`src/rtl/amap_pkg.sv`:
```
package amap_pkg;
    typedef enum logic [1:0] {
        MODE_UNCFG  = 2'd0,
        MODE_SINGLE = 2'd1,
        MODE_SPLIT  = 2'd2,
        MODE_EVEN   = 2'd3
    } map_mode_e;
endpackage

```
`src/rtl/amap_cfg_fsm.sv`:
```
module amap_cfg_fsm
    import amap_pkg::*;
#(
    parameter int ADDR_W = 34
) (
    input  logic              clk,
    input  logic              rst,
    input  logic              cfg_valid,
    input  logic [ADDR_W-1:0] cfg_cap_a,
    input  logic [ADDR_W-1:0] cfg_cap_b,
    input  logic              cfg_a_phys,
    output map_mode_e         mode,
    output logic [ADDR_W-1:0] cap_a,
    output logic [ADDR_W-1:0] cap_b,
    output logic              a_phys
);
    map_mode_e state_q, state_d;

    // LOAD transition: classify the offered capacities
    always_comb begin
        state_d = state_q;
        if (cfg_valid) begin
            if (cfg_cap_a == '0)
                state_d = MODE_UNCFG;
            else if (cfg_cap_b == '0)
                state_d = MODE_SINGLE;
            else if (cfg_cap_a == cfg_cap_b)
                state_d = MODE_EVEN;
            else
                state_d = MODE_SPLIT;
        end
    end

    always_ff @(posedge clk) begin
        if (rst) begin
            state_q <= MODE_UNCFG;
            cap_a   <= '0;
            cap_b   <= '0;
            a_phys  <= 1'b0;
        end else begin
            state_q <= state_d;
            if (cfg_valid) begin
                cap_a  <= cfg_cap_a;
                cap_b  <= cfg_cap_b;
                a_phys <= cfg_a_phys;
            end
        end
    end

    assign mode = state_q;

    // mode holds without a load strobe
    a_r9_mode_hold: assert property (@(posedge clk) disable iff (rst)
        !cfg_valid |=> $stable(state_q));
    // stored capacities hold without a load strobe
    a_r9_cap_hold: assert property (@(posedge clk) disable iff (rst)
        !cfg_valid |=> ($stable(cap_a) && $stable(cap_b) && $stable(a_phys)));
endmodule

```
`src/rtl/amap_decode.sv`:
```
module amap_decode
    import amap_pkg::*;
#(
    parameter int ADDR_W    = 34,
    parameter int LINE_LOG2 = 6
) (
    input  map_mode_e         mode,
    input  logic [ADDR_W-1:0] cap_a,
    input  logic [ADDR_W-1:0] cap_b,
    input  logic              a_phys,
    input  logic [ADDR_W-1:0] addr,
    output logic [1:0]        chan_sel,
    output logic [ADDR_W-1:0] local_addr,
    output logic              oor
);
    localparam int TOT_W = ADDR_W + 1;

    logic [TOT_W-1:0]  total;
    logic [TOT_W-1:0]  il_top;
    logic [TOT_W-1:0]  addr_x;
    logic [ADDR_W-1:0] il_local;
    logic              pick_b;
    logic              phys;

    assign total    = {1'b0, cap_a} + {1'b0, cap_b};
    assign il_top   = {cap_b, 1'b0};
    assign addr_x   = {1'b0, addr};
    assign il_local = {1'b0, addr[ADDR_W-1:LINE_LOG2+1], addr[LINE_LOG2-1:0]};

    always_comb begin
        oor        = (addr_x >= total);
        pick_b     = 1'b0;
        local_addr = addr;
        unique case (mode)
            MODE_UNCFG: begin
                oor = 1'b1;
            end
            MODE_SINGLE: begin
                pick_b     = 1'b0;
                local_addr = addr;
            end
            MODE_SPLIT: begin
                if (addr_x < il_top) begin
                    pick_b     = addr[LINE_LOG2];
                    local_addr = il_local;
                end else begin
                    pick_b     = 1'b0;
                    local_addr = addr - cap_b;
                end
            end
            MODE_EVEN: begin
                pick_b     = addr[LINE_LOG2];
                local_addr = il_local;
            end
            default: oor = 1'b1;
        endcase
        phys = pick_b ? ~a_phys : a_phys;
        if (oor) begin
            chan_sel   = 2'b00;
            local_addr = '0;
        end else begin
            chan_sel = phys ? 2'b10 : 2'b01;
        end
    end
endmodule

```
`src/rtl/amap_out_stage.sv`:
```
module amap_out_stage #(
    parameter int ADDR_W = 34
) (
    input  logic              clk,
    input  logic              rst,
    input  logic              in_valid,
    input  logic [1:0]        in_sel,
    input  logic [ADDR_W-1:0] in_local,
    input  logic              in_oor,
    output logic              out_valid,
    output logic [1:0]        out_sel,
    output logic [ADDR_W-1:0] out_local,
    output logic              out_oor
);
    always_ff @(posedge clk) begin
        if (rst || !in_valid) begin
            out_valid <= 1'b0;
            out_sel   <= 2'b00;
            out_local <= '0;
            out_oor   <= 1'b0;
        end else begin
            out_valid <= 1'b1;
            out_sel   <= in_sel;
            out_local <= in_local;
            out_oor   <= in_oor;
        end
    end

    // one result per request, one cycle later
    a_r2_latency: assert property (@(posedge clk) disable iff (rst)
        in_valid |=> out_valid);
    a_r2_no_spurious: assert property (@(posedge clk) disable iff (rst)
        !in_valid |=> !out_valid);
    // out of range selects no channel
    a_r7_oor_no_sel: assert property (@(posedge clk) disable iff (rst)
        out_oor |-> (out_sel == 2'b00 && out_local == '0));
    // legal result is one-hot
    a_r8_onehot: assert property (@(posedge clk) disable iff (rst)
        (out_valid && !out_oor) |-> ($countones(out_sel) == 1));
endmodule

```
`src/rtl/dual_chan_addr_mapper.sv`:
```
module dual_chan_addr_mapper
    import amap_pkg::*;
#(
    parameter int ADDR_W    = 34,
    parameter int LINE_LOG2 = 6
) (
    input  logic              clk,
    input  logic              rst,
    input  logic              cfg_valid,
    input  logic [ADDR_W-1:0] cfg_cap_a,
    input  logic [ADDR_W-1:0] cfg_cap_b,
    input  logic              cfg_a_phys,
    input  logic              req_valid,
    input  logic [ADDR_W-1:0] req_addr,
    output logic              out_valid,
    output logic [1:0]        out_chan_sel,
    output logic [ADDR_W-1:0] out_local,
    output logic              out_oor,
    output logic [1:0]        map_mode
);
    map_mode_e         mode;
    logic [ADDR_W-1:0] cap_a, cap_b;
    logic              a_phys;
    logic [1:0]        dec_sel;
    logic [ADDR_W-1:0] dec_local;
    logic              dec_oor;

    amap_cfg_fsm #(.ADDR_W(ADDR_W)) u_cfg (
        .clk(clk), .rst(rst), .cfg_valid(cfg_valid),
        .cfg_cap_a(cfg_cap_a), .cfg_cap_b(cfg_cap_b), .cfg_a_phys(cfg_a_phys),
        .mode(mode), .cap_a(cap_a), .cap_b(cap_b), .a_phys(a_phys)
    );

    amap_decode #(.ADDR_W(ADDR_W), .LINE_LOG2(LINE_LOG2)) u_dec (
        .mode(mode), .cap_a(cap_a), .cap_b(cap_b), .a_phys(a_phys),
        .addr(req_addr), .chan_sel(dec_sel), .local_addr(dec_local), .oor(dec_oor)
    );

    amap_out_stage #(.ADDR_W(ADDR_W)) u_out (
        .clk(clk), .rst(rst), .in_valid(req_valid),
        .in_sel(dec_sel), .in_local(dec_local), .in_oor(dec_oor),
        .out_valid(out_valid), .out_sel(out_chan_sel),
        .out_local(out_local), .out_oor(out_oor)
    );

    assign map_mode = mode;

    logic [ADDR_W-1:0] sel_cap;
    assign sel_cap = (out_chan_sel[1] == a_phys) ? cap_a : cap_b;

    // local address stays inside the selected channel
    a_r4_local_fits: assert property (@(posedge clk) disable iff (rst)
        (out_valid && !out_oor && !$past(cfg_valid)) |-> (out_local < sel_cap));
    // single mode always picks physical A
    a_r6_single_a: assert property (@(posedge clk) disable iff (rst)
        (out_valid && !out_oor && !$past(cfg_valid) && mode == MODE_SINGLE)
        |-> (out_chan_sel == (a_phys ? 2'b10 : 2'b01)));
    // unconfigured requests are out of range
    a_r1_uncfg_oor: assert property (@(posedge clk) disable iff (rst)
        (out_valid && !$past(cfg_valid) && mode == MODE_UNCFG) |-> out_oor);
endmodule

```
`config.mk`:
```
export PLATFORM = sky130hd
export DESIGN_NAME = dual_chan_addr_mapper
export DESIGN_NICKNAME = d
export VERILOG_FILES = /design/src/rtl/amap_pkg.sv /design/src/rtl/amap_cfg_fsm.sv /design/src/rtl/amap_decode.sv /design/src/rtl/amap_out_stage.sv /design/src/rtl/dual_chan_addr_mapper.sv
export SDC_FILE = /design/constraint.sdc
export NUM_CORES = 1
export LEC_CHECK = 0
export BUFFER_PORTS_ARGS = -buffer_cell sky130_fd_sc_hd__buf_2
export CAP_MARGIN = 10
export CORE_UTILIZATION = 31
export CTS_CLUSTER_SIZE = 16
export DETAILED_ROUTE_END_ITERATION = 12
export GPL_TIMING_DRIVEN = 0
export PLACE_DENSITY = 0.56
export SLEW_MARGIN = 20
export SYNTH_ARGS = -nofsm -noshare
export SYNTH_HDL_FRONTEND = slang
export SYNTH_SLANG_ARGS = --single-unit
```
`constraint.sdc`:
```
create_clock -name clk -period 6.5 [get_ports clk]
set_input_delay 0 -clock clk [delete_from_list [all_inputs] [get_ports clk]]
set_output_delay 0 -clock clk [all_outputs]
set_load 0.01 [all_outputs]
```
==> impl_metrics.json, run 1 <==
{
  "hold_class": "in -> reg",
  "synthFlopType": "dfxtp_1",
  "drive_gt1_share_pct": 13.4,
  "peakVddDrop_mv": 0.168,
  "gp_congestion": 0.900,
  "drc": 0,
  "grt_pass1_wl_um": 49500,
  "cp_data_arrival_time_ps": 6420,
  "cp_max_fo": 9,
  "wl_per_cell_um": 18.0,
  "power.total_uw": 2080,
  "die_w_um": 178,
  "path_class": "reg -> reg",
  "grt_util_all_layers_pct": 20.5,
  "area_delta_synth_final_pct": 26.1,
  "clock-sinks": 109,
  "root_buffer": "clkbuf_16",
  "syn_inst": 1141,
  "grt_start_max_net_pins": 21,
  "row_count": 63,
  "ant_nets": 0,
  "synthesis.area_um2": 9550,
  "pin_count": 147,
  "crit_chain": "ha_1, inv_1, fa_1, nand2b_1, a21oi_1, o21ai_0, a21o_1, a21o_1, a21oi_1, a211o_1, a21oi_1, xor2_1, ha_1, a21o_1, a21o_1, a21oi_1, nor2b_1, a2111oi_1, and4bb_1, a221o_1, o211ai_2, a311oi_1, dlygate4sd3_1",
  "synth-edff-count": 0,
  "critPathCaptureType": "flop",
  "fmax_mhz": 163,
  "yosysTopAreaCell": "dfxtp_1",
  "min_period_ps": 6120,
  "final_nets": 1637,
  "timing.slew.headroom_pct": 43.5,
  "start_util_pct": 31.9,
  "synth_seq_cells": 109,
  "final_cells": 1790,
  "die_y_um": 178,
  "ys_seq_area_share_pct": 22.9,
  "grt_pass1_vias": 8897,
  "h-tree-depth": 3,
  "synth_most_common_cell": "nor2_1",
  "cp_top_family": "compound AO/OA/AOI/OAI gates",
  "syn_avg_cell_area_um2": 8.37,
  "core-area_um2": 30000,
  "io_buffers": 144,
  "synthTopCellsByArea": "dfxtp_1, ha_1, mux2i_1, nor2_1, xnor2_1",
  "yosysUniqueCellTypes": 68,
  "p_leak_uw": 0.00540,
  "synthTopCellsByCount": "nor2_1, ha_1, dfxtp_1",
  "start_kind": "flop",
  "ctsLongestPathBuffers": 2,
  "finalHoldViolCount": 0,
  "routed_wl_um": 32200,
  "diodes": 0,
  "ys_warn_count": 0,
  "min_period_over_period_pct": 94.1,
  "placed_cells": 1675,
  "path_buf_inv": 2,
  "max_stage_delay_ps": 590,
  "status": "finished, final reports clean",
  "grt_antenna_before_repair": 0,
  "async_flop_share_pct": 0,
  "dieArea_um2": 31500,
  "cpMaxStageDelayCell": "dlygate4sd3_1",
  "detail_route.first_pass.iterations": 5,
  "drv_slew": 0,
  "clk_pin_slew_ps": 80,
  "rsz0062_at_grt": "no",
  "post-dp-hpwl_um": 26700,
  "syn_nets": 1383,
  "power_density_nw_per_um2": 172,
  "crit_required_ps": 6810,
  "drt_iter0_drc": 568,
  "finalSetupViolations": 0,
  "tns_ps": 0,
  "cts_made_buffers": 9,
  "num_vias": 9203,
  "cts_tree": "yes",
  "insertion_delay_ps": 370,
  "post-cts-setup-buffer-count": 0,
  "clock-skew-final_ps": 11.6,
  "cap_violations": 0,
  "grt_overflow_total": 0,
  "tightest_slew_ps": 847,
  "netlist.area_leader.share_pct": 22.9,
  "via_per_inst": 5.14
}
==> tightest hold or removal path, stage by stage <==
cell	delay, ps
buf_2	170
nor2_1	110
a211oi_1	60
==> stage by stage <==
stage | hold slack [ps] | instance area, um^2 | utilization (%) | setup slack (ps)
3_3_place_gp | 259 | 10800 | 35.9 | 546
4_1_cts | 5.72 | 12000 | 40.2 | 411
6_report | 24.0 | 12000 | 40.2 | 384
2_1_floorplan | 148 | 9550 | - | 1940
3_5_place_dp | 271 | 10800 | 35.9 | 551
5_1_grt | 38.1 | 12000 | 40.2 | 7.91
==> registers in the layout, indices dropped and copies added (netlist names) <==
name,flops
u_cfg.a_phys,1
u_cfg.cap_a,34
u_cfg.cap_b,34
u_cfg.mode,2
u_out.out_local,34
u_out.out_oor,1
u_out.out_sel,2
u_out.out_valid,1
==> logic make-up after synthesis <==
family,count (synthesis),synth area share (%)
XOR/XNOR,89,8.16
AO/OA/AOI/OAI,289,21.0
flip-flops,109,22.9
adder cells (fa/ha/maj),135,17.8
buffers and inverters,100,4.26
AND/OR/NAND/NOR,328,16.4
multiplexers,91,9.54
==> placed cells by master (no fill, tap or decap), types with 15 or more instances in the layout <==
cell | netlist | layout
a211oi_1 | 27 | 27
a21o_1 | 38 | 38
a21oi_1 | 80 | 80
buf_2 | 1 | 145
clkbuf_1 | 27 | 28
dfxtp_1 | 109 | 109
dlygate4sd3_1 | 0 | 99
ha_1 | 133 | 133
inv_1 | 61 | 61
mux2i_1 | 91 | 91
nand2_1 | 47 | 47
nand3_1 | 20 | 20
nand4_1 | 28 | 28
nor2_1 | 144 | 144
nor3_1 | 15 | 15
nor4_1 | 22 | 22
o21ai_0 | 36 | 36
xnor2_1 | 53 | 53
xor2_1 | 36 | 36
==> per-layer routing <==
metal | routed length, um | up-vias | track usage, %
li1 | - | 4692 | -
met5 | 0 | - | 0
met3 | 1360 | 18 | 1.91
met1 | 16700 | 4252 | 30.1
met2 | 13800 | 241 | 32.1
met4 | 344 | 0 | 4.17
==> area by class of cell <==
cell class                      instances  area [um^2]
Timing Repair Buffer                  243         1710
Tap cell                              390          488
Sequential cell                       109         2180
Clock inverter                          6         65.1
Multi-Input combinational cell        932         6960
Buffer                                 39          178
Inverter                               61          229
Fill cell                            3126        17900
Clock buffer                           10          229
==> worst paths after layout <==
path	startpoint	to	slack (ps)	cells after the start
hold reg to reg	u_cfg.cap_a[13]	u_cfg.cap_a[13]	520	2
setup / recovery	u_cfg.cap_b[0]	u_out.out_local[30]	380	23
hold / removal	req_addr[6]	u_out.out_local[6]	20	3
setup reg to reg	u_cfg.cap_b[0]	u_out.out_local[30]	380	23
==> report_power, final <==
group	switching, uW	internal [uW]
registers	31.5	701
clock network	302	273
logic	430	339
==> repair_timing <==
action,CTS,global route
hold buffers,99,0
resized for setup,0,1
hold endpoints to repair,98,0
setup endpoints to repair,0,1
Power figures use the tool's default switching activity.
==> inputs of run 2 (changes only) <==
--- a/config.mk
+++ b/config.mk
@@ -7,11 +7,12 @@
 export LEC_CHECK = 0
 export BUFFER_PORTS_ARGS = -buffer_cell sky130_fd_sc_hd__buf_2
 export CAP_MARGIN = 10
-export CORE_UTILIZATION = 31
+export CORE_UTILIZATION = 55
 export CTS_CLUSTER_SIZE = 16
 export DETAILED_ROUTE_END_ITERATION = 12
 export GPL_TIMING_DRIVEN = 0
-export PLACE_DENSITY = 0.56
+export PLACE_DENSITY = 0.85
+export RECOVER_POWER = 25
 export SLEW_MARGIN = 20
 export SYNTH_ARGS = -nofsm -noshare
 export SYNTH_HDL_FRONTEND = slang
==> run 2 against run 1 <==
Effect of this change: sequential cell count unchanged; worst setup slack gained 240 ps; first-iteration DRC count up 56%; final cell count is 9.5% lower; power is 0.49% lower; global-route usage is 13 points higher; critical path depth unchanged; die area is 43% lower; sequential share of layout area rose by 0.41 points; clock power decreased by 2%; critical path type unchanged; largest cell class unchanged; largest power group unchanged.
==> impl_metrics.json, run 2 (same netlist as run 1, synthesis figures left out) <==
{
  "status": "finished, final reports clean",
  "utilization_pct": 70.3,
  "postPlaceCellArea_um2": 10500,
  "finalHoldViolCount": 0,
  "min_period_ps": 5880,
  "die_y_um": 134,
  "tightest_slew_ps": 815,
  "reg.largest.list": "u_cfg.cap_a: 34 flops, u_cfg.cap_b: 34 flops, u_out.out_local: 34 flops",
  "r2r-start": "u_cfg.cap_b[0]",
  "min_period_over_period_pct": 90.4,
  "gp_congestion": 1.00,
  "cts_tree": "yes",
  "cap_violations": 0,
  "switching_power_uw": 754,
  "swShare_pct": 36.5,
  "seq_power_share_pct": 35.4,
  "grt_overflow_total": 0,
  "grt_pass1_wl_um": 46600,
  "detail_route.first_pass.iterations": 6,
  "cts_made_buffers": 9,
  "finalSetupViolations": 0,
  "pin_count": 147,
  "h-tree-depth": 3,
  "p_comb_share_pct": 37.2,
  "path_class": "reg -> reg",
  "core-area_um2": 16800,
  "crit_required_ps": 6710,
  "clockPowerShare_pct": 27.4,
  "via_per_inst": 6.03,
  "rrSetupSlack_ps": 620,
  "start_util_pct": 57.0,
  "clock-sinks": 109,
  "peakVddDrop_mv": 0.140,
  "crit_path_start": "u_cfg.cap_b[0]",
  "dieArea_um2": 17900,
  "grt_util_all_layers_pct": 33.3,
  "root_buffer": "clkbuf_16",
  "diodes": 0,
  "cp_data_arrival_time_ps": 6090,
  "layout_setup_ws_ps": 622,
  "dp_slack_ps": 690,
  "crit_path_end": "u_out.out_local[14]",
  "clock-skew-final_ps": 10.8,
  "start_kind": "flop",
  "grt_start_max_net_pins": 21,
  "intPower_uw": 1310,
  "cts_resized": 0,
  "drc": 0,
  "layout_common_cells": "nor2_1, ha_1, buf_2, dfxtp_1, dlygate4sd3_1",
  "r2r_cells": 23,
  "post-dp-hpwl_um": 23000,
  "critPathCaptureType": "flop",
  "io_buffers": 144,
  "fmax_mhz": 170,
  "p_leak_uw": 0.00524,
  "hold_class": "in -> reg",
  "final_common_cell": "nor2_1",
  "row_count": 47,
  "final_nets": 1637,
  "final_cells": 1620,
  "rsz0062_at_grt": "no",
  "rr_endpoint": "u_out.out_local[14]",
  "cp_max_fo": 10,
  "grt_pass1_vias": 9052,
  "stdcell_area_um2": 11800,
  "drt_iter0_drc": 886,
  "wl_per_cell_um": 18.5,
  "placed_cells": 1505,
  "power_density_nw_per_um2": 175,
  "timing.slew.headroom_pct": 45.7,
  "drv_slew": 0,
  "ant_nets": 0,
  "area_delta_synth_final_pct": 23.4,
  "drive_gt1_share_pct": 10.8,
  "clk_pin_slew_ps": 80,
  "grt_antenna_before_repair": 0,
  "ctsLongestPathBuffers": 2,
  "tns_ps": 0,
  "routed_wl_um": 29900,
  "insertion_delay_ps": 360,
  "die_w_um": 134,
  "num_vias": 9761
}
==> run 2: cell types whose count changed in the layout (fill, tap and decap cells not counted), sizes merged <==
| cell | before | now |
|---|---|---|
| buf | 156 | 120 |
| clkbuf | 37 | 73 |
| clkinv | 3 | 1 |
| inv | 64 | 66 |
==> run 2: layout make-up <==
cell class                 instances  area [um^2]
buffer                            39          178
clock buffer                      10          229
clock inverter                     6         60.1
fill                            1332         4980
inverter                          61          229
multi-input combinational        932         6960
sequential                       109         2180
tap                              220          275
timing repair buffer             243         1670
==> run 2: worst max-delay path, stage by stage (launching register included) <==
cell and delay, ps:
dfxtp_1 480, ha_1 220, inv_1 50, fa_1 390
nand2b_1 180, a21oi_1 210, o21ai_0 150, a21o_1 200
a21o_1 210, a21oi_1 380, a211o_1 200, a21oi_1 80
xor2_1 170, ha_1 310, and3_1 180, nand4_1 180
a21boi_0 230, o31ai_1 90, a21oi_1 150, o21ai_0 170
a221o_1 370, o211ai_2 480, clkbuf_1 520, a211oi_1 130
==> run 2: timing repair <==
| action | 4_1_cts | 5_1_grt |
|---|---|---|
| setup buffers | 0 | 0 |
| endpoints found under the hold margin | 98 | 0 |
| hold buffers | 99 | 0 |
==> run 2: layer usage <==
layer	wire length (um)	vias to the layer above	share of wire, %	GRT usage (%)
met5	0	-	0	0
met4	930	0	3.1	13.8
met1	13500	4523	45	44.2
met3	2120	63	7.1	3.61
li1	-	4712	-	-
met2	13400	463	45	54.6
==> run 2: per-stage QoR <==
step	hold slack, ps	total power, uW
after floorplan	148	1240
after global placement	242	1430
after detailed placement	267	1450
after CTS	3.14	2050
after global routing	22.5	2160
final	14.5	2070
==> run 2: how the worst min path moves through the flow <==
stage,startpoint,to,slack (ps),depth (start not counted)
global placement,cfg_a_phys,u_cfg.a_phys,240,3
CTS,req_addr[14],u_out.out_local[14],3,3
global route,req_addr[14],u_out.out_local[14],20,3
floorplan,cfg_cap_a[0],u_cfg.cap_a[0],150,2
detailed placement,cfg_a_phys,u_cfg.a_phys,270,3
finish,req_addr[13],u_out.out_local[13],10,3
==> run 2: power groups by stage <==
| stage | clock network (uW) | logic [uW] | registers [uW] |
|---|---|---|---|
| 6_report | 566 | 770 | 731 |
| 3_3_place_gp | 0 | 685 | 743 |
| 2_1_floorplan | 0 | 503 | 735 |
| 4_1_cts | 566 | 753 | 728 |
| 5_1_grt | 588 | 843 | 733 |
| 3_5_place_dp | 0 | 703 | 744 |
